$ cat config.mk
export PLATFORM = sky130hd
export DESIGN_NAME = fpa_pipe
export DESIGN_NICKNAME = d
export VERILOG_FILES = /design/src/rtl/fpa_pkg.sv /design/src/rtl/fpa_exp_cmp.sv /design/src/rtl/fpa_align.sv /design/src/rtl/fpa_mant_addsub.sv /design/src/rtl/fpa_normalize.sv /design/src/rtl/fpa_pipe.sv
export SDC_FILE = /design/constraint.sdc
export NUM_CORES = 1
export LEC_CHECK = 0
export ABC_AREA = 1
export BUFFER_PORTS_ARGS = -buffer_cell sky130_fd_sc_hd__buf_2
export CAP_MARGIN = 0
export CORE_ASPECT_RATIO = 1.25
export CORE_UTILIZATION = 61
export CTS_CLUSTER_SIZE = 10
export DETAILED_ROUTE_END_ITERATION = 10
export GPL_ROUTABILITY_DRIVEN = 0
export MAX_ROUTING_LAYER = met4
export PLACE_DENSITY = 0.81
export SETUP_SLACK_MARGIN = 0.1
export SYNTH_ARGS = -nofsm -noshare
export SYNTH_HDL_FRONTEND = slang
export SYNTH_SLANG_ARGS = --single-unit
$ cat constraint.sdc
create_clock -name clk -period 4.3 [get_ports clk]
set_clock_uncertainty 0.05 [all_clocks]
set_input_delay 0.86 -clock clk [delete_from_list [all_inputs] [get_ports clk]]
set_output_delay 0.86 -clock clk [all_outputs]
set_load 0.02 [all_outputs]
$ cat src/rtl/fpa_pkg.sv
`timescale 1ns/1ps
package fpa_pkg;
  typedef enum logic {
    OP_ADD = 1'b0,
    OP_SUB = 1'b1
  } fpa_op_e;
endpackage

$ cat src/rtl/fpa_exp_cmp.sv
`timescale 1ns/1ps
module fpa_exp_cmp #(
  parameter int EW = 8,
  parameter int FW = 16
) (
  input  logic          clk,
  input  logic          rst_n,
  input  logic          in_valid,
  input  logic          in_op,
  input  logic          a_sign,
  input  logic [EW-1:0] a_exp,
  input  logic [FW-1:0] a_frac,
  input  logic          b_sign,
  input  logic [EW-1:0] b_exp,
  input  logic [FW-1:0] b_frac,
  output logic          s1_valid,
  output logic [EW-1:0] s1_exp,
  output logic [EW-1:0] s1_shamt,
  output logic          s1_sign_big,
  output logic [FW-1:0] s1_frac_big,
  output logic          s1_sign_sml,
  output logic [FW-1:0] s1_frac_sml
);
  import fpa_pkg::*;

  function automatic logic [EW-1:0] exp_gap(input logic [EW-1:0] hi, input logic [EW-1:0] lo);
    return hi - lo;
  endfunction

  logic          b_eff_sign;
  logic          swap_evt;
  logic [EW-1:0] exp_hi, gap;
  logic          sign_hi, sign_lo;
  logic [FW-1:0] frac_hi, frac_lo;

  assign b_eff_sign = b_sign ^ (fpa_op_e'(in_op) == OP_SUB);
  assign swap_evt   = (b_exp > a_exp);

  always_comb begin
    if (swap_evt) begin
      exp_hi  = b_exp;
      gap     = exp_gap(b_exp, a_exp);
      sign_hi = b_eff_sign;
      frac_hi = b_frac;
      sign_lo = a_sign;
      frac_lo = a_frac;
    end else begin
      exp_hi  = a_exp;
      gap     = exp_gap(a_exp, b_exp);
      sign_hi = a_sign;
      frac_hi = a_frac;
      sign_lo = b_eff_sign;
      frac_lo = b_frac;
    end
  end

  always_ff @(posedge clk or negedge rst_n) begin
    if (!rst_n) s1_valid <= 1'b0;
    else        s1_valid <= in_valid;
  end

  always_ff @(posedge clk) begin
    s1_exp      <= exp_hi;
    s1_shamt    <= gap;
    s1_sign_big <= sign_hi;
    s1_frac_big <= frac_hi;
    s1_sign_sml <= sign_lo;
    s1_frac_sml <= frac_lo;
  end


  exp_max_chk: assert property (@(posedge clk) disable iff (!rst_n)
    in_valid |=> (s1_exp >= $past(a_exp)) && (s1_exp >= $past(b_exp)));


  exp_tie_chk: assert property (@(posedge clk) disable iff (!rst_n)
    (in_valid && (a_exp == b_exp)) |=> (s1_shamt == '0) && (s1_frac_big == $past(a_frac)));
endmodule

$ cat src/rtl/fpa_align.sv
`timescale 1ns/1ps
module fpa_align #(
  parameter int EW = 8,
  parameter int FW = 16
) (
  input  logic          clk,
  input  logic          rst_n,
  input  logic          s1_valid,
  input  logic [EW-1:0] s1_exp,
  input  logic [EW-1:0] s1_shamt,
  input  logic          s1_sign_big,
  input  logic [FW-1:0] s1_frac_big,
  input  logic          s1_sign_sml,
  input  logic [FW-1:0] s1_frac_sml,
  output logic          s2_valid,
  output logic [EW-1:0] s2_exp,
  output logic          s2_sign_big,
  output logic [FW-1:0] s2_frac_big,
  output logic          s2_sign_sml,
  output logic [FW-1:0] s2_frac_sml
);
  function automatic logic [FW-1:0] shift_down(input logic [FW-1:0] f, input logic [EW-1:0] sh);
    if (32'(sh) >= FW) return '0;
    return f >> sh;
  endfunction

  logic          flush_evt;
  logic [FW-1:0] frac_aligned;

  assign flush_evt    = (32'(s1_shamt) >= FW);
  assign frac_aligned = shift_down(s1_frac_sml, s1_shamt);

  always_ff @(posedge clk or negedge rst_n) begin
    if (!rst_n) s2_valid <= 1'b0;
    else        s2_valid <= s1_valid;
  end

  always_ff @(posedge clk) begin
    s2_exp      <= s1_exp;
    s2_sign_big <= s1_sign_big;
    s2_frac_big <= s1_frac_big;
    s2_sign_sml <= s1_sign_sml;
    s2_frac_sml <= frac_aligned;
  end


  flush_zero_chk: assert property (@(posedge clk) disable iff (!rst_n)
    (s1_valid && flush_evt) |=> (s2_frac_sml == '0));


  align_shrink_chk: assert property (@(posedge clk) disable iff (!rst_n)
    s1_valid |=> (s2_frac_sml <= $past(s1_frac_sml)));
endmodule

$ cat src/rtl/fpa_mant_addsub.sv
`timescale 1ns/1ps
module fpa_mant_addsub #(
  parameter int EW = 8,
  parameter int FW = 16
) (
  input  logic          clk,
  input  logic          rst_n,
  input  logic          s2_valid,
  input  logic [EW-1:0] s2_exp,
  input  logic          s2_sign_big,
  input  logic [FW-1:0] s2_frac_big,
  input  logic          s2_sign_sml,
  input  logic [FW-1:0] s2_frac_sml,
  output logic          s3_valid,
  output logic [EW-1:0] s3_exp,
  output logic          s3_sign,
  output logic [FW:0]   s3_mag
);
  function automatic logic [FW:0] mag_sum(input logic [FW-1:0] x, input logic [FW-1:0] y);
    return {1'b0, x} + {1'b0, y};
  endfunction

  function automatic logic [FW:0] mag_diff(input logic [FW-1:0] x, input logic [FW-1:0] y);
    return {1'b0, x} - {1'b0, y};
  endfunction

  logic        same_sign_evt;
  logic        sml_wins_evt;
  logic [FW:0] mag_nxt;
  logic        sign_nxt;

  assign same_sign_evt = (s2_sign_big == s2_sign_sml);
  assign sml_wins_evt  = !same_sign_evt && (s2_frac_sml > s2_frac_big);

  always_comb begin
    if (same_sign_evt) begin
      mag_nxt  = mag_sum(s2_frac_big, s2_frac_sml);
      sign_nxt = s2_sign_big;
    end else if (sml_wins_evt) begin
      mag_nxt  = mag_diff(s2_frac_sml, s2_frac_big);
      sign_nxt = s2_sign_sml;
    end else begin
      mag_nxt  = mag_diff(s2_frac_big, s2_frac_sml);
      sign_nxt = s2_sign_big;
    end
  end

  always_ff @(posedge clk or negedge rst_n) begin
    if (!rst_n) s3_valid <= 1'b0;
    else        s3_valid <= s2_valid;
  end

  always_ff @(posedge clk) begin
    s3_exp  <= s2_exp;
    s3_sign <= sign_nxt;
    s3_mag  <= mag_nxt;
  end


  diff_no_carry_chk: assert property (@(posedge clk) disable iff (!rst_n)
    (s2_valid && !same_sign_evt) |=> !s3_mag[FW]);


  sum_sign_chk: assert property (@(posedge clk) disable iff (!rst_n)
    (s2_valid && same_sign_evt) |=> (s3_sign == $past(s2_sign_big)));
endmodule

$ cat src/rtl/fpa_normalize.sv
`timescale 1ns/1ps
module fpa_normalize #(
  parameter int EW = 8,
  parameter int FW = 16
) (
  input  logic          clk,
  input  logic          rst_n,
  input  logic          s3_valid,
  input  logic [EW-1:0] s3_exp,
  input  logic          s3_sign,
  input  logic [FW:0]   s3_mag,
  output logic          out_valid,
  output logic          out_sign,
  output logic [EW-1:0] out_exp,
  output logic [FW-1:0] out_frac
);
  localparam int LZW = $clog2(FW + 1);

  function automatic logic [LZW-1:0] lead_zeros(input logic [FW-1:0] m);
    logic [LZW-1:0] n;
    logic           hit;
    n   = LZW'(FW);
    hit = 1'b0;
    for (int i = FW - 1; i >= 0; i--) begin
      if (!hit && m[i]) begin
        n   = LZW'(FW - 1 - i);
        hit = 1'b1;
      end
    end
    return n;
  endfunction

  logic           zero_evt, ovf_evt, lz_evt;
  logic [LZW-1:0] lz;
  logic           sign_nxt;
  logic [EW-1:0]  exp_nxt;
  logic [FW-1:0]  frac_nxt;

  assign zero_evt = (s3_mag == '0);
  assign ovf_evt  = s3_mag[FW];
  assign lz       = lead_zeros(s3_mag[FW-1:0]);
  assign lz_evt   = !zero_evt && !ovf_evt && (lz != '0);

  always_comb begin
    if (zero_evt) begin
      sign_nxt = 1'b0;
      exp_nxt  = '0;
      frac_nxt = '0;
    end else if (ovf_evt) begin
      sign_nxt = s3_sign;
      exp_nxt  = s3_exp + EW'(1);
      frac_nxt = s3_mag[FW:1];
    end else begin
      sign_nxt = s3_sign;
      exp_nxt  = s3_exp - EW'(lz);
      frac_nxt = s3_mag[FW-1:0] << lz;
    end
  end

  always_ff @(posedge clk or negedge rst_n) begin
    if (!rst_n) out_valid <= 1'b0;
    else        out_valid <= s3_valid;
  end

  always_ff @(posedge clk) begin
    out_sign <= sign_nxt;
    out_exp  <= exp_nxt;
    out_frac <= frac_nxt;
  end


  zero_form_chk: assert property (@(posedge clk) disable iff (!rst_n)
    (out_valid && (out_frac == '0)) |-> ((out_exp == '0) && !out_sign));


  norm_msb_chk: assert property (@(posedge clk) disable iff (!rst_n)
    (out_valid && (out_frac != '0)) |-> out_frac[FW-1]);


  carry_exp_chk: assert property (@(posedge clk) disable iff (!rst_n)
    (s3_valid && ovf_evt) |=> (out_exp == $past(s3_exp) + EW'(1)));


  lz_exp_chk: assert property (@(posedge clk) disable iff (!rst_n)
    (s3_valid && lz_evt) |=> (out_exp != $past(s3_exp)));
endmodule

$ cat src/rtl/fpa_pipe.sv
`timescale 1ns/1ps
module fpa_pipe #(
  parameter int EXP_W  = 8,
  parameter int FRAC_W = 16
) (
  input  logic              clk,
  input  logic              rst_n,
  input  logic              in_valid,
  input  logic              in_op,
  input  logic              a_sign,
  input  logic [EXP_W-1:0]  a_exp,
  input  logic [FRAC_W-1:0] a_frac,
  input  logic              b_sign,
  input  logic [EXP_W-1:0]  b_exp,
  input  logic [FRAC_W-1:0] b_frac,
  output logic              out_valid,
  output logic              out_sign,
  output logic [EXP_W-1:0]  out_exp,
  output logic [FRAC_W-1:0] out_frac
);
  localparam int DEPTH = 4;

  logic              s1_valid, s1_sign_big, s1_sign_sml;
  logic [EXP_W-1:0]  s1_exp, s1_shamt;
  logic [FRAC_W-1:0] s1_frac_big, s1_frac_sml;

  logic              s2_valid, s2_sign_big, s2_sign_sml;
  logic [EXP_W-1:0]  s2_exp;
  logic [FRAC_W-1:0] s2_frac_big, s2_frac_sml;

  logic              s3_valid, s3_sign;
  logic [EXP_W-1:0]  s3_exp;
  logic [FRAC_W:0]   s3_mag;

  fpa_exp_cmp #(.EW(EXP_W), .FW(FRAC_W)) u_cmp (
    .clk(clk), .rst_n(rst_n), .in_valid(in_valid), .in_op(in_op),
    .a_sign(a_sign), .a_exp(a_exp), .a_frac(a_frac),
    .b_sign(b_sign), .b_exp(b_exp), .b_frac(b_frac),
    .s1_valid(s1_valid), .s1_exp(s1_exp), .s1_shamt(s1_shamt),
    .s1_sign_big(s1_sign_big), .s1_frac_big(s1_frac_big),
    .s1_sign_sml(s1_sign_sml), .s1_frac_sml(s1_frac_sml)
  );

  fpa_align #(.EW(EXP_W), .FW(FRAC_W)) u_align (
    .clk(clk), .rst_n(rst_n),
    .s1_valid(s1_valid), .s1_exp(s1_exp), .s1_shamt(s1_shamt),
    .s1_sign_big(s1_sign_big), .s1_frac_big(s1_frac_big),
    .s1_sign_sml(s1_sign_sml), .s1_frac_sml(s1_frac_sml),
    .s2_valid(s2_valid), .s2_exp(s2_exp),
    .s2_sign_big(s2_sign_big), .s2_frac_big(s2_frac_big),
    .s2_sign_sml(s2_sign_sml), .s2_frac_sml(s2_frac_sml)
  );

  fpa_mant_addsub #(.EW(EXP_W), .FW(FRAC_W)) u_addsub (
    .clk(clk), .rst_n(rst_n),
    .s2_valid(s2_valid), .s2_exp(s2_exp),
    .s2_sign_big(s2_sign_big), .s2_frac_big(s2_frac_big),
    .s2_sign_sml(s2_sign_sml), .s2_frac_sml(s2_frac_sml),
    .s3_valid(s3_valid), .s3_exp(s3_exp), .s3_sign(s3_sign), .s3_mag(s3_mag)
  );

  fpa_normalize #(.EW(EXP_W), .FW(FRAC_W)) u_norm (
    .clk(clk), .rst_n(rst_n),
    .s3_valid(s3_valid), .s3_exp(s3_exp), .s3_sign(s3_sign), .s3_mag(s3_mag),
    .out_valid(out_valid), .out_sign(out_sign), .out_exp(out_exp), .out_frac(out_frac)
  );

  // Edges seen since reset, saturating at the pipeline depth.
  logic [2:0] age;
  always_ff @(posedge clk or negedge rst_n) begin
    if (!rst_n)              age <= '0;
    else if (age != 3'(DEPTH)) age <= age + 3'd1;
  end


  latency_chk: assert property (@(posedge clk) disable iff (!rst_n)
    (age == 3'(DEPTH)) |-> (out_valid == $past(in_valid, 4)));


  startup_idle_chk: assert property (@(posedge clk) disable iff (!rst_n)
    (age < 3'(DEPTH)) |-> !out_valid);
endmodule

==> results of run 1 <==
[worst max-delay path: cells and delay by family (launching register included)]
kind | cells | cell delay [ps]
DFF | 1 | 360
and+or+nand+nor | 12 | 1740
AOI/OAI and AO/OA | 6 | 830
adders and majority gates | 2 | 490
buffers and inverters | 3 | 270
[cells in the final DEF, fill, tap and decap left out, types with 4 or more instances in the layout]
cell type                   synthesis  final
sky130_fd_sc_hd__nand2_1          313    313
sky130_fd_sc_hd__inv_1            162    162
sky130_fd_sc_hd__dfxtp_1          143    143
sky130_fd_sc_hd__o21ai_0          108    108
sky130_fd_sc_hd__nand3_1           89     89
sky130_fd_sc_hd__nor2_1            84     84
sky130_fd_sc_hd__buf_2             16     79
sky130_fd_sc_hd__ha_1              71     71
sky130_fd_sc_hd__a21oi_1           64     64
sky130_fd_sc_hd__xor2_1            37     37
sky130_fd_sc_hd__nand4_1           27     27
sky130_fd_sc_hd__clkbuf_16          0     17
sky130_fd_sc_hd__o21ai_1           11     11
sky130_fd_sc_hd__nor3_1            10     10
sky130_fd_sc_hd__inv_2              9      9
sky130_fd_sc_hd__o211ai_1           9      9
sky130_fd_sc_hd__o21bai_1           9      9
sky130_fd_sc_hd__nor2_4             7      7
sky130_fd_sc_hd__xnor2_1            7      7
sky130_fd_sc_hd__mux2i_1            6      6
sky130_fd_sc_hd__fa_1               6      6
sky130_fd_sc_hd__nor2_2             5      5
sky130_fd_sc_hd__a31oi_1            5      5
sky130_fd_sc_hd__o31ai_1            5      5
sky130_fd_sc_hd__a21o_1             5      5
sky130_fd_sc_hd__nand2_2            4      4
sky130_fd_sc_hd__o311ai_0           4      4
sky130_fd_sc_hd__o221ai_1           4      4
sky130_fd_sc_hd__inv_8              0      4
sky130_fd_sc_hd__inv_6              0      4
sky130_fd_sc_hd__buf_4              2      4
sky130_fd_sc_hd__dfrtp_1            4      4
[power by group through the flow]
stage	registers (W)	clock network, W	logic (W)
6_report	0.00192	0.00140	0.00296
5_1_grt	0.00196	0.00148	0.00328
4_1_cts	0.00192	0.00141	0.00289
3_5_place_dp	0.00194	0	0.00287
3_3_place_gp	0.00193	0	0.00283
2_1_floorplan	0.00203	0	0.00208
[logic make-up (layout without fill, tap and decap cells)]
kind of cell | after synthesis | in the layout | share of synthesized area, %
and+or+nand+nor | 552 | 552 | 26.6
xor gates and xnor gates | 44 | 44 | 4.24
DFF | 147 | 147 | 32.6
muxes | 7 | 7 | 0.785
adders and majority gates | 77 | 77 | 11.1
buffers and inverters | 216 | 288 | 9.57
AOI/OAI and AO/OA | 241 | 241 | 15.1
[layer usage]
layer | up-vias | routed length (um) | track usage, %
li1 | 4293 | - | -
met3 | 115 | 1600 | 5.22
met1 | 3892 | 8920 | 34.2
met2 | 468 | 11200 | 52.6
met4 | 0 | 1450 | 22.0
met5 | - | 0 | -
[how the worst max path moves through the flow]
stage	start	endpoint
finish	u_addsub.s3_mag[12]	u_norm.out_exp[7]
global route	u_addsub.s3_mag[4]	u_norm.out_exp[7]
CTS	u_addsub.s3_mag[4]	u_norm.out_exp[7]
detailed placement	u_addsub.s3_mag[4]	u_norm.out_exp[7]
global placement	u_addsub.s3_mag[4]	u_norm.out_exp[7]
floorplan	u_addsub.s3_mag[13]	u_norm.out_exp[7]
[registers in the layout, summed over array words and instances (netlist names), 8 cells and up]
name,cells
u_addsub.s3_mag,17
u_align.s2_frac_big,16
u_align.s2_frac_sml,16
u_cmp.s1_frac_big,16
u_cmp.s1_frac_sml,16
u_norm.out_frac,16
u_addsub.s3_exp,8
u_align.s2_exp,8
u_cmp.s1_exp,8
u_cmp.s1_shamt,8
u_norm.out_exp,8
[layout make-up]
cell class / count / area (um^2) / share of cell area [%]
inverters: 173 / 651 / 6.45
multi-input cells: 921 / 5260 / 52.1
flip-flops and latches: 147 / 2960 / 29.4
clock inverters: 14 / 136 / 1.35
repair buffers: 83 / 425 / 4.22
well taps: 178 / 223 / 2.21
clock buffers: 18 / 429 / 4.26
[stage by stage]
step                hold slack [ps]  utilization (%)
floorplan                       260                -
global placement                261             65.7
detailed placement              262             65.7
CTS                             167             69.6
global route                    165             69.7
finish                          171             69.7
==> results.md, run 1 <==
Placed design:
- Before CTS, the worst setup slack after placement is 500 ps.
- The quantity of I/O buffers inserted on ports is 79.
- The cell count after placement is 1502.
- The HPWL reported at the end of detailed placement is 17900 um.
- Once placement finished, the instance area stood at 9510 um^2.

GRT:
- The combined global-route utilization of all metal layers is 31.5%.
- After global routing the overflow that remains totals 0.
- The largest net degree at the start of global routing is 52.
- The first global-routing pass estimated 37500 um of wire.
- The number of global-route vias before repair is 8201.
- The number of antenna violations at the first check in global routing is 0.

Die:
- The area of the core is 14500 um^2.
- For this configuration, the core starts out at a cell density of 62.8%.
- In this run the core area contains 49 standard-cell rows.
- The floorplan step defined a die boundary enclosing 15400 um^2.
- In this run the count of I/O pins placed on the die edge is 80.
- From bottom edge to top edge, the die measures 138 um.
- In this run the horizontal extent of the chip is 111 um.

Setup path:
- The most used cell along the critical path is sky130_fd_sc_hd__a21oi_1.
- The worst register-to-register path begins at u_addsub.s3_mag[12].
- The type of element capturing the critical path is a flop.
- At the worst endpoint, the required time is 4600 ps.
- The longest individual stage delay on the worst path is 360 ps.
- By startpoint and endpoint, the worst setup path is classified as flop to flop.
- The setup check on the worst reg-to-reg path leaves a slack of 490 ps.
- The startpoint kind of the worst setup timing path is a flop.
- The largest fanout on the critical path is 18.
- At the worst endpoint, the arrival time is 4110 ps.
- Walking the worst path, the cells encountered are nor2_2 > nand2_2 > nor2_4 > nand3_2 > inv_2 > nand2_2 > nand3_4 > inv_2 > ha_1 > inv_1 > o21ai_0 > a21oi_1 > ha_1 > a21oi_1 > nand2_1 > nand2_1 > nand2_1 > a21oi_1 > nor2_1 > nor2_1 > o21bai_1 > or2_2 > a21oi_1.
- The slowest stage of the critical path belongs to the cell sky130_fd_sc_hd__dfxtp_1.
- The end of the worst register-to-register path is u_norm.out_exp[7].
- The worst reg-to-reg path cell count is 23.

STA:
- Setup slack on the critical path of the routed design comes to 495 ps.
- Measured against its own limit, the worst slew margin works out to 61.2%.
- The slew of the pin with the lowest slew margin is 574 ps.
- The clock period could shrink to 3810 ps.
- The number of setup violations in the final report is 0.
- Setup repair after global routing left no endpoint under its margin.
- The final-layout setup total negative slack is 0 ps.
- The maximum clock frequency is 0.263 GHz.
- The max-slew violation count is 0.
- The final clock period utilization by the worst path is 88.5%.
- The count of final hold-check violations is 0.

Final layout:
- Of the cells placed in the final design, the portion with a size suffix greater than 1 is 11.4%.
- The filler cell count in the final layout is 1183.
- The final antenna diode count is 0.
- The design area is 10100 um^2.
- The signed area change from the synthesized netlist to the final layout is 11.0%.
- Leaving out filler cells and counting taps, the final layout contains 1534.
- The layout net count is 1474.

Synth:
- Dividing the synthesized area by the synthesized cell count gives 7.07 um^2.
- For this run, the register share of the synthesized area comes to 32.6%.
- In the synthesized netlist the dominant register cell turns out to be sky130_fd_sc_hd__dfxtp_1.
- The synthesized netlist occupies a cell area of 9080 um^2.
- By area the synthesized netlist is led by sky130_fd_sc_hd__dfxtp_1, sky130_fd_sc_hd__nand2_1, sky130_fd_sc_hd__ha_1.
- The number of nets handed over by synthesis was 1415.
- Counting flops with a built-in enable in the synthesized netlist gives 0.
- The number of different library cells in the post-synthesis netlist is 52.
- The Yosys step of the flow raised 0 warnings.
- Synthesis produced 1284 cells.
- The area share of the largest cell type after synthesis is 31.5%.
- sky130_fd_sc_hd__nand2_1 is the most common cell in the netlist.
- The commonest cells after synthesis are sky130_fd_sc_hd__nand2_1, sky130_fd_sc_hd__inv_1, sky130_fd_sc_hd__dfxtp_1, sky130_fd_sc_hd__o21ai_0, sky130_fd_sc_hd__nand3_1.
- The number of flip-flops and latches in the synthesized netlist is 147.
- The biggest area contributor in the post-synthesis netlist is sky130_fd_sc_hd__dfxtp_1.
- The fraction of synthesis flops using an asynchronous set or reset pin is 2.72%.

Drt:
- After detailed routing, the average wire length per cell comes to 15.1 um.
- Using the TritonRoute via totals, the vias-per-cell ratio works out to 5.72.
- In this run the remaining antenna-violating nets after routing total 0.
- The DRC violation total after the first TritonRoute iteration is 768.
- The routed layout has 8768 vias.
- The final layout contains routed wiring with a total length of 23200 um.
- The pre-antenna-repair detailed-routing pass consisted of 9 iterations.
- For this run, design rule violations remaining after detail routing come to 2.

Clock tree:
- Clock latency on the worst-skew pair, taken at its later pin, is 430 ps.
- The tree built by TritonCTS fans out to 147 sinks.
- The register clock-pin slew on the reported worst setup and hold paths is 60 ps.
- Buffers added to address setup during post-CTS repair amount to 0.
- Hold repair after CTS inserted 0 buffers.
- The number of buffers added by the clock tree synthesis step is 17.
- The H-tree was split into 4 levels.
- CTS placed an instance of sky130_fd_sc_hd__clkbuf_16 at the clock tree root.
- The total of cells resized after clock tree synthesis is 0.
- The maximum clock insertion buffer count is 2.
- The TritonCTS clock tree is built.

Flow run:
- Max-cap violations in this run came to 0.

Outcome:
- The checks that failed: design-rule violations.
- The flow ran to the end, but the final reports show violations.

Pwr:
- The design draws 0.00628 W.
- Power spread over the standard cell area amounts to 623 nW/um^2.
- IR analysis of the VDD net gives a maximum drop of 356 uV.
- The power share of the clock group is 22.3%.
- The combinational power share is 47.1%.
- In this run the power spent charging and discharging nets is 0.00282 W.
- The cell internal power dissipation is 0.00346 W.
- Net switching is 44.9% of the power.
- The sequential group share of total power is 30.6%.
- The leakage power total is 5.09 nW.

Hold path:
- The class of the most critical hold timing path is primary input to async pin.
Note: power is estimated with default switching activity, not from simulation.
==> inputs of run 2 (changes only) <==
--- a/config.mk
+++ b/config.mk
@@ -13,8 +13,9 @@
 export CTS_CLUSTER_SIZE = 10
 export DETAILED_ROUTE_END_ITERATION = 10
 export GPL_ROUTABILITY_DRIVEN = 0
+export HOLD_SLACK_MARGIN = 0.02
 export MAX_ROUTING_LAYER = met4
-export PLACE_DENSITY = 0.81
+export PLACE_DENSITY = 0.86
 export SETUP_SLACK_MARGIN = 0.1
 export SYNTH_ARGS = -nofsm -noshare
 export SYNTH_HDL_FRONTEND = slang
==> run 2 against run 1 <==
  * Non-clock buffer count did not move
  * Critical path type unchanged
  * Clock-buffer cell count is the same
  * Final cell count did not move
  * Routed wire length grew 0.39%
  * Flip-flop and latch count unchanged
  * Critical path depth shrank 2
  * The run now ends clean
  * Utilization about the same
  * First-iteration DRC count increased by 20%
  * Largest cell class unchanged
  * Combinational power hardly changed
==> results.md, run 2 (synthesis gave the netlist of run 1 again) <==
Clock tree:
- After clock tree synthesis, the clock-pin slew on the worst setup and hold paths is 60 ps.
- The cell sitting at the root of the clock tree is a sky130_fd_sc_hd__clkbuf_16.
- The later pin in the worst-skew pair is clocked with a latency of 430 ps.
- The clock tree synthesis step divided the H-tree into 4 levels.
- TritonCTS built the clock tree.
- The count of clock tree sinks is 147.
- The number of buffers added by the clock tree synthesis step is 17.
- The number of setup buffers added after CTS is 0.
- The number of buffers inserted by hold repair at cts is 0.
- The maximum clock insertion buffer count is 2.
- The number of gates resized after CTS was 0.

Drt:
- Dividing the detail-routed via count by the number of cells gives 5.80.
- The routed layout has 8897 vias.
- The detail route stage leaves a number of antenna-violating nets equal to 0.
- The DRC violation total after the first TritonRoute iteration is 919.
- After detailed routing, the average wire length per cell comes to 15.2 um.
- For this run, design rule violations remaining after detail routing come to 0.
- The first-pass iteration count of the detailed router is 8.
- The overall routed net length is 23300 um.

GRT:
- The met1 track demand over resource in global routing is 33.3%.
- The most utilized layer in the global route result is met2.
- The global-route wire length before repair is 38200 um.
- The met3 usage in global routing is 6.31%.
- The number of antenna violations at the first check in global routing is 0.
- The number of global-route vias before repair came to 8354.
- The largest net degree at the start of global routing is 41.
- The met2 routing resource usage after global routing is 55.9%.
- Global routing finished with a remaining overflow of 0.
- The combined global-route utilization of all metal layers is 31.9%.

Placed design:
- The wire-length estimate of the detail-placed layout is 17400 um.
- The placement-stage cell area is 9510 um^2.
- The quantity of I/O buffers inserted on ports is 79.

Setup path:
- The end of the worst register-to-register path is u_norm.out_exp[7].
- Walking the worst path, the cells encountered are inv_2 > nand2_1 > nor2_1 > o21ai_2 > nand3_4 > inv_2 > ha_1 > inv_1 > o21ai_0 > a21oi_1 > ha_1 > a21oi_1 > nand2_1 > nand2_1 > nand2_1 > a21oi_1 > nor2_1 > nor2_1 > o21bai_1 > or2_2 > a21oi_1.
- On the worst path, the slowest cell contributes a delay of 530 ps.
- Counting buffers and inverters, the worst setup path is 21 cells deep.
- The largest fanout on the critical path is 18.
- The worst endpoint required time is 4610 ps.
- The setup check on the worst reg-to-reg path leaves a slack of 440 ps.
- Measured in cells, the most critical reg-to-reg path has a length of 21.
- The type of element capturing the critical path is a flop.
- STA classifies the critical path startpoint as a flop.
- The category of the critical setup timing path is flop to flop.
- In this run the critical register-to-register path is launched from u_addsub.s3_mag[4].
- Following the worst setup path forward leads to its endpoint at u_norm.out_exp[7].
- Together, buffers and inverters on the worst path number 3.
- On the critical path, the stage with the largest delay is an instance of sky130_fd_sc_hd__o21ai_2.
- The startpoint of the worst setup timing path is u_addsub.s3_mag[4].
- The family of cells with the greatest summed delay on the critical path is compound AO/OA/AOI/OAI gates.
- The data arrival time of the critical path is 4170 ps.

Final layout:
- Cells with a size suffix above 1 make up 11.4% of the layout.
- The most common cell after layout, fill and taps aside is sky130_fd_sc_hd__nand2_1.
- The number of flip-flops in the largest register is 17.
- The final layout contains 1474 nets.
- The final antenna diode count is 0.
- The final cell utilization of the core is 69.7%.
- The design area is 10100 um^2.
- Ranked by flip-flop count, first place goes to u_addsub.s3_mag.
- The signed area change from the synthesized netlist to the final layout is 11.0%.
- Leaving out fill and tap cells, the most frequent cells in the layout are sky130_fd_sc_hd__nand2_1, sky130_fd_sc_hd__inv_1, sky130_fd_sc_hd__dfxtp_1, sky130_fd_sc_hd__o21ai_0, sky130_fd_sc_hd__nand3_1.

Die:
- The die covers 15400 um^2.
- The area of the core is 14500 um^2.
- In this run the core area contains 49 standard-cell rows.
- From bottom edge to top edge, the die measures 138 um.
- For this configuration, the core starts out at a cell density of 62.8%.
- The number of primary I/O pins is 80.
- The die is 111 um wide.

STA:
- The number of setup violations in the final report is 0.
- The final clock period utilization by the worst path is 89.7%.
- Setup repair after global routing left no endpoint under its margin.
- The final critical-path required period is 3860 ps.
- The headroom to the max-slew limit is 55.6%.
- Summed over all failing endpoints, the final setup total negative slack is 0 ps.
- The count of final hold-check violations is 0.
- The maximum clock frequency is 0.259 GHz.
- The slew of the pin with the lowest slew margin is 665 ps.
- The max-slew violation count was 0.

Pwr:
- IR analysis of the VDD net gives a maximum drop of 378 uV.
- Power spread over the standard cell area amounts to 627 nW/um^2.
- The analysis attributes to cell leakage a power of 5.09 nW.

Hold path:
- The min-delay analysis places its worst path in the category primary input to async pin.

Flow run:
- The total of max-cap violations is 0.

Outcome:
- The run finished with clean final reports.
[run 2: cell types whose count changed in the layout (fill, tap and decap cells not counted)]
| cell | change |
|---|---|
| sky130_fd_sc_hd__bufinv_16 | +1 |
| sky130_fd_sc_hd__inv_6 | +2 |
| sky130_fd_sc_hd__clkinv_8 | -1 |
| sky130_fd_sc_hd__o21ai_4 | -1 |
| sky130_fd_sc_hd__inv_8 | -3 |
| sky130_fd_sc_hd__clkinv_4 | +1 |
| sky130_fd_sc_hd__o21ai_2 | +1 |
[run 2: cell type report]
cell class                      count  area (um^2)
Clock inverter                     14          143
Tap cell                          178          223
Sequential cell                   147         2960
Multi-Input combinational cell    921         5250
Inverter                          173          651
Fill cell                        1197         4390
Clock buffer                       18          429
Timing Repair Buffer               83          425
[run 2: report_power, final]
| part | internal [W] | switching [W] | leakage, nW |
|---|---|---|---|
| combinational | 0.000985 | 0.00199 | 3.58 |
| sequential | 0.00171 | 0.000214 | 1.25 |
| clock | 0.000812 | 0.000620 | 0.271 |
| total | 0.00350 | 0.00282 | 5.09 |
[run 2: how the worst min path moves through the flow]
stage | to | slack, ps | cells past startpoint
after floorplan | u_addsub.s3_exp[0] | 260 | 0
after global placement | u_align.s2_frac_big[5] | 260 | 0
after detailed placement | u_align.s2_exp[6] | 260 | 0
after CTS | u_cmp.s1_valid | 170 | 1
after global routing | u_addsub.s3_valid | 160 | 1
final | u_addsub.s3_valid | 180 | 1
[run 2: worst register-to-register path: cells and delay by family (launching register included)]
kind	cells	cell delay, ps
AOI/OAI and AO/OA	7	1300
adders and majority gates	2	510
buffers and inverters	3	310
DFF	1	460
and+or+nand+nor	9	1140
[run 2: routing by layer]
layer | wire, um | vias up
met5 | 0 | -
met4 | 1240 | 0
met3 | 1590 | 130
met2 | 11700 | 467
met1 | 8760 | 4002
li1 | - | 4298
[run 2: stage by stage]
step | total power (W) | std cells | hold WS, ps | setup WS (ps)
finish | 0.00632 | 1534 | 176 | 442
floorplan | 0.00411 | 1284 | 260 | 1050
detailed placement | 0.00481 | 1502 | 262 | 548
global placement | 0.00473 | 1502 | 260 | 681
CTS | 0.00625 | 1534 | 168 | 521
global route | 0.00675 | 1534 | 163 | 122
==> inputs of run 3 (changes only) <==
--- a/config.mk
+++ b/config.mk
@@ -8,9 +8,9 @@
 export ABC_AREA = 1
 export BUFFER_PORTS_ARGS = -buffer_cell sky130_fd_sc_hd__buf_2
 export CAP_MARGIN = 0
-export CORE_ASPECT_RATIO = 1.25
+export CORE_ASPECT_RATIO = 1.2
 export CORE_UTILIZATION = 61
-export CTS_CLUSTER_SIZE = 10
+export CTS_CLUSTER_SIZE = 30
 export DETAILED_ROUTE_END_ITERATION = 10
 export GPL_ROUTABILITY_DRIVEN = 0
 export HOLD_SLACK_MARGIN = 0.02
==> run 3 against run 2 <==
  * Via count increased by 1.7%
  * Global-route usage increased by 0.48 points
  * Routed wire length increased by 0.49%
  * Register-to-register slack improved by 50 ps
  * Final cell count increased by 1.5%
  * Die area about the same
  * Non-clock buffer count unchanged
  * Utilization increased by 0.49 points
  * Worst setup slack improved by 52 ps
  * Final area increased by 0.73%
  * Hold slack about the same
  * Sequential share of layout area decreased by 0.21 points
==> results.md, run 3 (synthesis gave the netlist of run 1 again) <==
Outcome:
- The flow ran to the end, and the final reports show no timing, DRC or antenna violations.

Flow run:
- The tool flagged a number of max-cap violations equal to 0.

STA:
- The number of setup violations in the final report is 0.
- The maximum clock frequency is 0.263 GHz.
- Setup repair after global routing left no endpoint under its margin.
- The worst path in the final design needs a cycle of 3810 ps, including I/O delays and setup.
- On the final layout, the worst hold slack is 176 ps.
- The final-layout setup total negative slack is 0 ps.
- The count of final hold-check violations was 0.
- At the pin with the least slew margin, the transition time is 675 ps.
- The final worst setup slack is 493 ps.
- The final clock period utilization by the worst path is 88.5%.
- The headroom to the max-slew limit is 54.4%.
- The max-slew violation count is 0.

Drt:
- For this block, the initial DRC count from the detailed router was 859.
- The number of vias per cell is 5.81.
- Before antenna repair, the detailed router went through 8 iterations.
- The overall routed net length is 23400 um.
- The post-route DRC violation count is 0.
- The final route contains 9048 vias.
- After detailed routing, the average wire length per cell comes to 15.0 um.
- The remaining antenna violation count is 0.

Final layout:
- The library cell used most frequently in the layout, excluding fill and tap cells, is sky130_fd_sc_hd__nand2_1.
- The signed area change from the synthesized netlist to the final layout is 11.8%.
- The register with the most flip-flops in the layout has 17 of them.
- In the layout the commonest cells are sky130_fd_sc_hd__nand2_1, sky130_fd_sc_hd__inv_1, sky130_fd_sc_hd__dfxtp_1, sky130_fd_sc_hd__o21ai_0, sky130_fd_sc_hd__nand3_1.
- More flip-flops sit in one register than any other, and that register is u_addsub.s3_mag.
- After the last flow step, the layout net total stands at 1474.
- In the final layout, the share of cells above drive strength 1 is 11.4%.
- The filler cell count in the final layout is 1168.

Setup path:
- The category of the critical setup timing path is flop to flop.
- The largest fanout on the critical path is 18.
- The startpoint kind of the worst setup timing path is a flop.
- For the worst setup path, the data arrival time is 4110 ps.
- The worst endpoint required time is 4610 ps.
- The type of element capturing the critical path is a flop.

Clock tree:
- The number of buffers added by the clock tree synthesis step is 17.
- TritonCTS built the clock tree.
- The maximum clock insertion buffer count is 2.
- The H-tree generated during clock tree synthesis spans 4 levels.
- The root buffer cell is sky130_fd_sc_hd__clkbuf_16.
- Once the clock tree was built, the setup fixing pass inserted 0 buffers.
- The clock reaches the later pin of the worst-skew pair after 440 ps.
- The register clock-pin slew on the reported worst setup and hold paths is 60 ps.
- The tree built by TritonCTS fans out to 147 sinks.

Placed design:
- The HPWL reported at the end of detailed placement is 17200 um.
- Prior to clock tree synthesis, the placed netlist has a worst setup slack of 530 ps.
- Port buffering added 79 buffers.

GRT:
- The number of global-route vias before repair was 8513.
- The total overflow left after global routing is 0.
- In the global route stage, overall resource usage came out at 32.3%.
- The global-route wire length before repair is 38000 um.
- The number of antenna violations at the first check in global routing is 1.
- Entering global routing, the biggest net connects 50 pins.

Die:
- The floorplan step set the die height to 136 um.
- Measured along the x axis, the die boundary spans 113 um.
- The floorplan has 48 rows.
- The area of the core is 14500 um^2.
- For this configuration, the core starts out at a cell density of 62.8%.
- 80 I/O pins were placed.
- The area of the die is 15400 um^2.

Pwr:
- The peak ir drop on the vdd network is 319 uV.
- The leakage power total is 5.10 nW.
- Power spread over the standard cell area amounts to 629 nW/um^2.

Hold path:
- The class of the most critical hold timing path is primary input to async pin.
-- run 3: repair_timing --
action | CTS | global route
resized for setup | 0 | 1
endpoints found under the setup margin | 0 | 1
hold buffers | 0 | 0
-- run 3: worst max-delay path, stage by stage, from the launching register on --
cell                       delay, ps
sky130_fd_sc_hd__dfxtp_1         350
sky130_fd_sc_hd__nor2_2          160
sky130_fd_sc_hd__nand2_2         130
sky130_fd_sc_hd__nor2_4          190
sky130_fd_sc_hd__nand3_2         140
sky130_fd_sc_hd__inv_2           100
sky130_fd_sc_hd__nand2_2         210
sky130_fd_sc_hd__nand3_4         300
sky130_fd_sc_hd__inv_2            70
sky130_fd_sc_hd__ha_1            200
sky130_fd_sc_hd__inv_1            80
sky130_fd_sc_hd__o21ai_0          90
sky130_fd_sc_hd__a21oi_1         160
sky130_fd_sc_hd__ha_1            290
sky130_fd_sc_hd__a21oi_1         210
sky130_fd_sc_hd__nand2_1          80
sky130_fd_sc_hd__nand2_1          80
sky130_fd_sc_hd__nand2_1          50
sky130_fd_sc_hd__a21oi_1         160
sky130_fd_sc_hd__nor2_1           80
sky130_fd_sc_hd__nor2_1           90
sky130_fd_sc_hd__o21bai_1         80
sky130_fd_sc_hd__or2_2           270
sky130_fd_sc_hd__a21oi_1         110
-- run 3: cell type report --
cell class	count	area, um^2	share of cell area [%]
clock buffers	18	429	4.23
clock inverters	14	179	1.76
well taps	200	250	2.46
inverters	173	651	6.41
diodes	1	2.50	0.0246
multi-input cells	921	5260	51.8
repair buffers	83	425	4.19
flip-flops and latches	147	2960	29.2
-- run 3: stage by stage --
| step | area [um^2] | total power [W] | cells | utilization [%] |
|---|---|---|---|---|
| after global placement | 9540 | 0.00472 | 1524 | 65.9 |
| after global routing | 10200 | 0.00683 | 1557 | 70.2 |
| final | 10200 | 0.00639 | 1557 | 70.2 |
| after CTS | 10100 | 0.00633 | 1556 | 70.1 |
| after floorplan | 9080 | 0.00411 | 1284 | - |
| after detailed placement | 9540 | 0.00479 | 1524 | 65.9 |
-- run 3: layer usage --
layer,track usage [%],vias to the layer above,wire length [um]
met1,33.8,4006,8630
li1,-,4302,-
met4,22.7,0,1460
met5,-,-,0
met3,7.38,163,1950
met2,54.1,577,11300
-- run 3: path summary, 6_finish.rpt --
| check | from | endpoint | slack, ps | depth (start not counted) |
|---|---|---|---|---|
| worst max-delay path | u_addsub.s3_mag[12] | u_norm.out_exp[7] | 490 | 23 |
| worst min-delay path | rst_n | u_addsub.s3_valid | 180 | 1 |
| worst max register to register | u_addsub.s3_mag[12] | u_norm.out_exp[7] | 490 | 23 |
| worst min register to register | u_cmp.s1_frac_big[3] | u_align.s2_frac_big[3] | 270 | 0 |
| max in group asynchronous | rst_n | u_cmp.s1_valid | 3910 | 1 |
| min in group clk | u_cmp.s1_frac_big[3] | u_align.s2_frac_big[3] | 270 | 0 |
-- run 3: power by group --
part	switching (W)	leakage (nW)	total [W]	internal, W
clock	0.000587	0.276	0.00150	0.000918
sequential	0.000220	1.25	0.00193	0.00171
combinational	0.00197	3.58	0.00296	0.000991
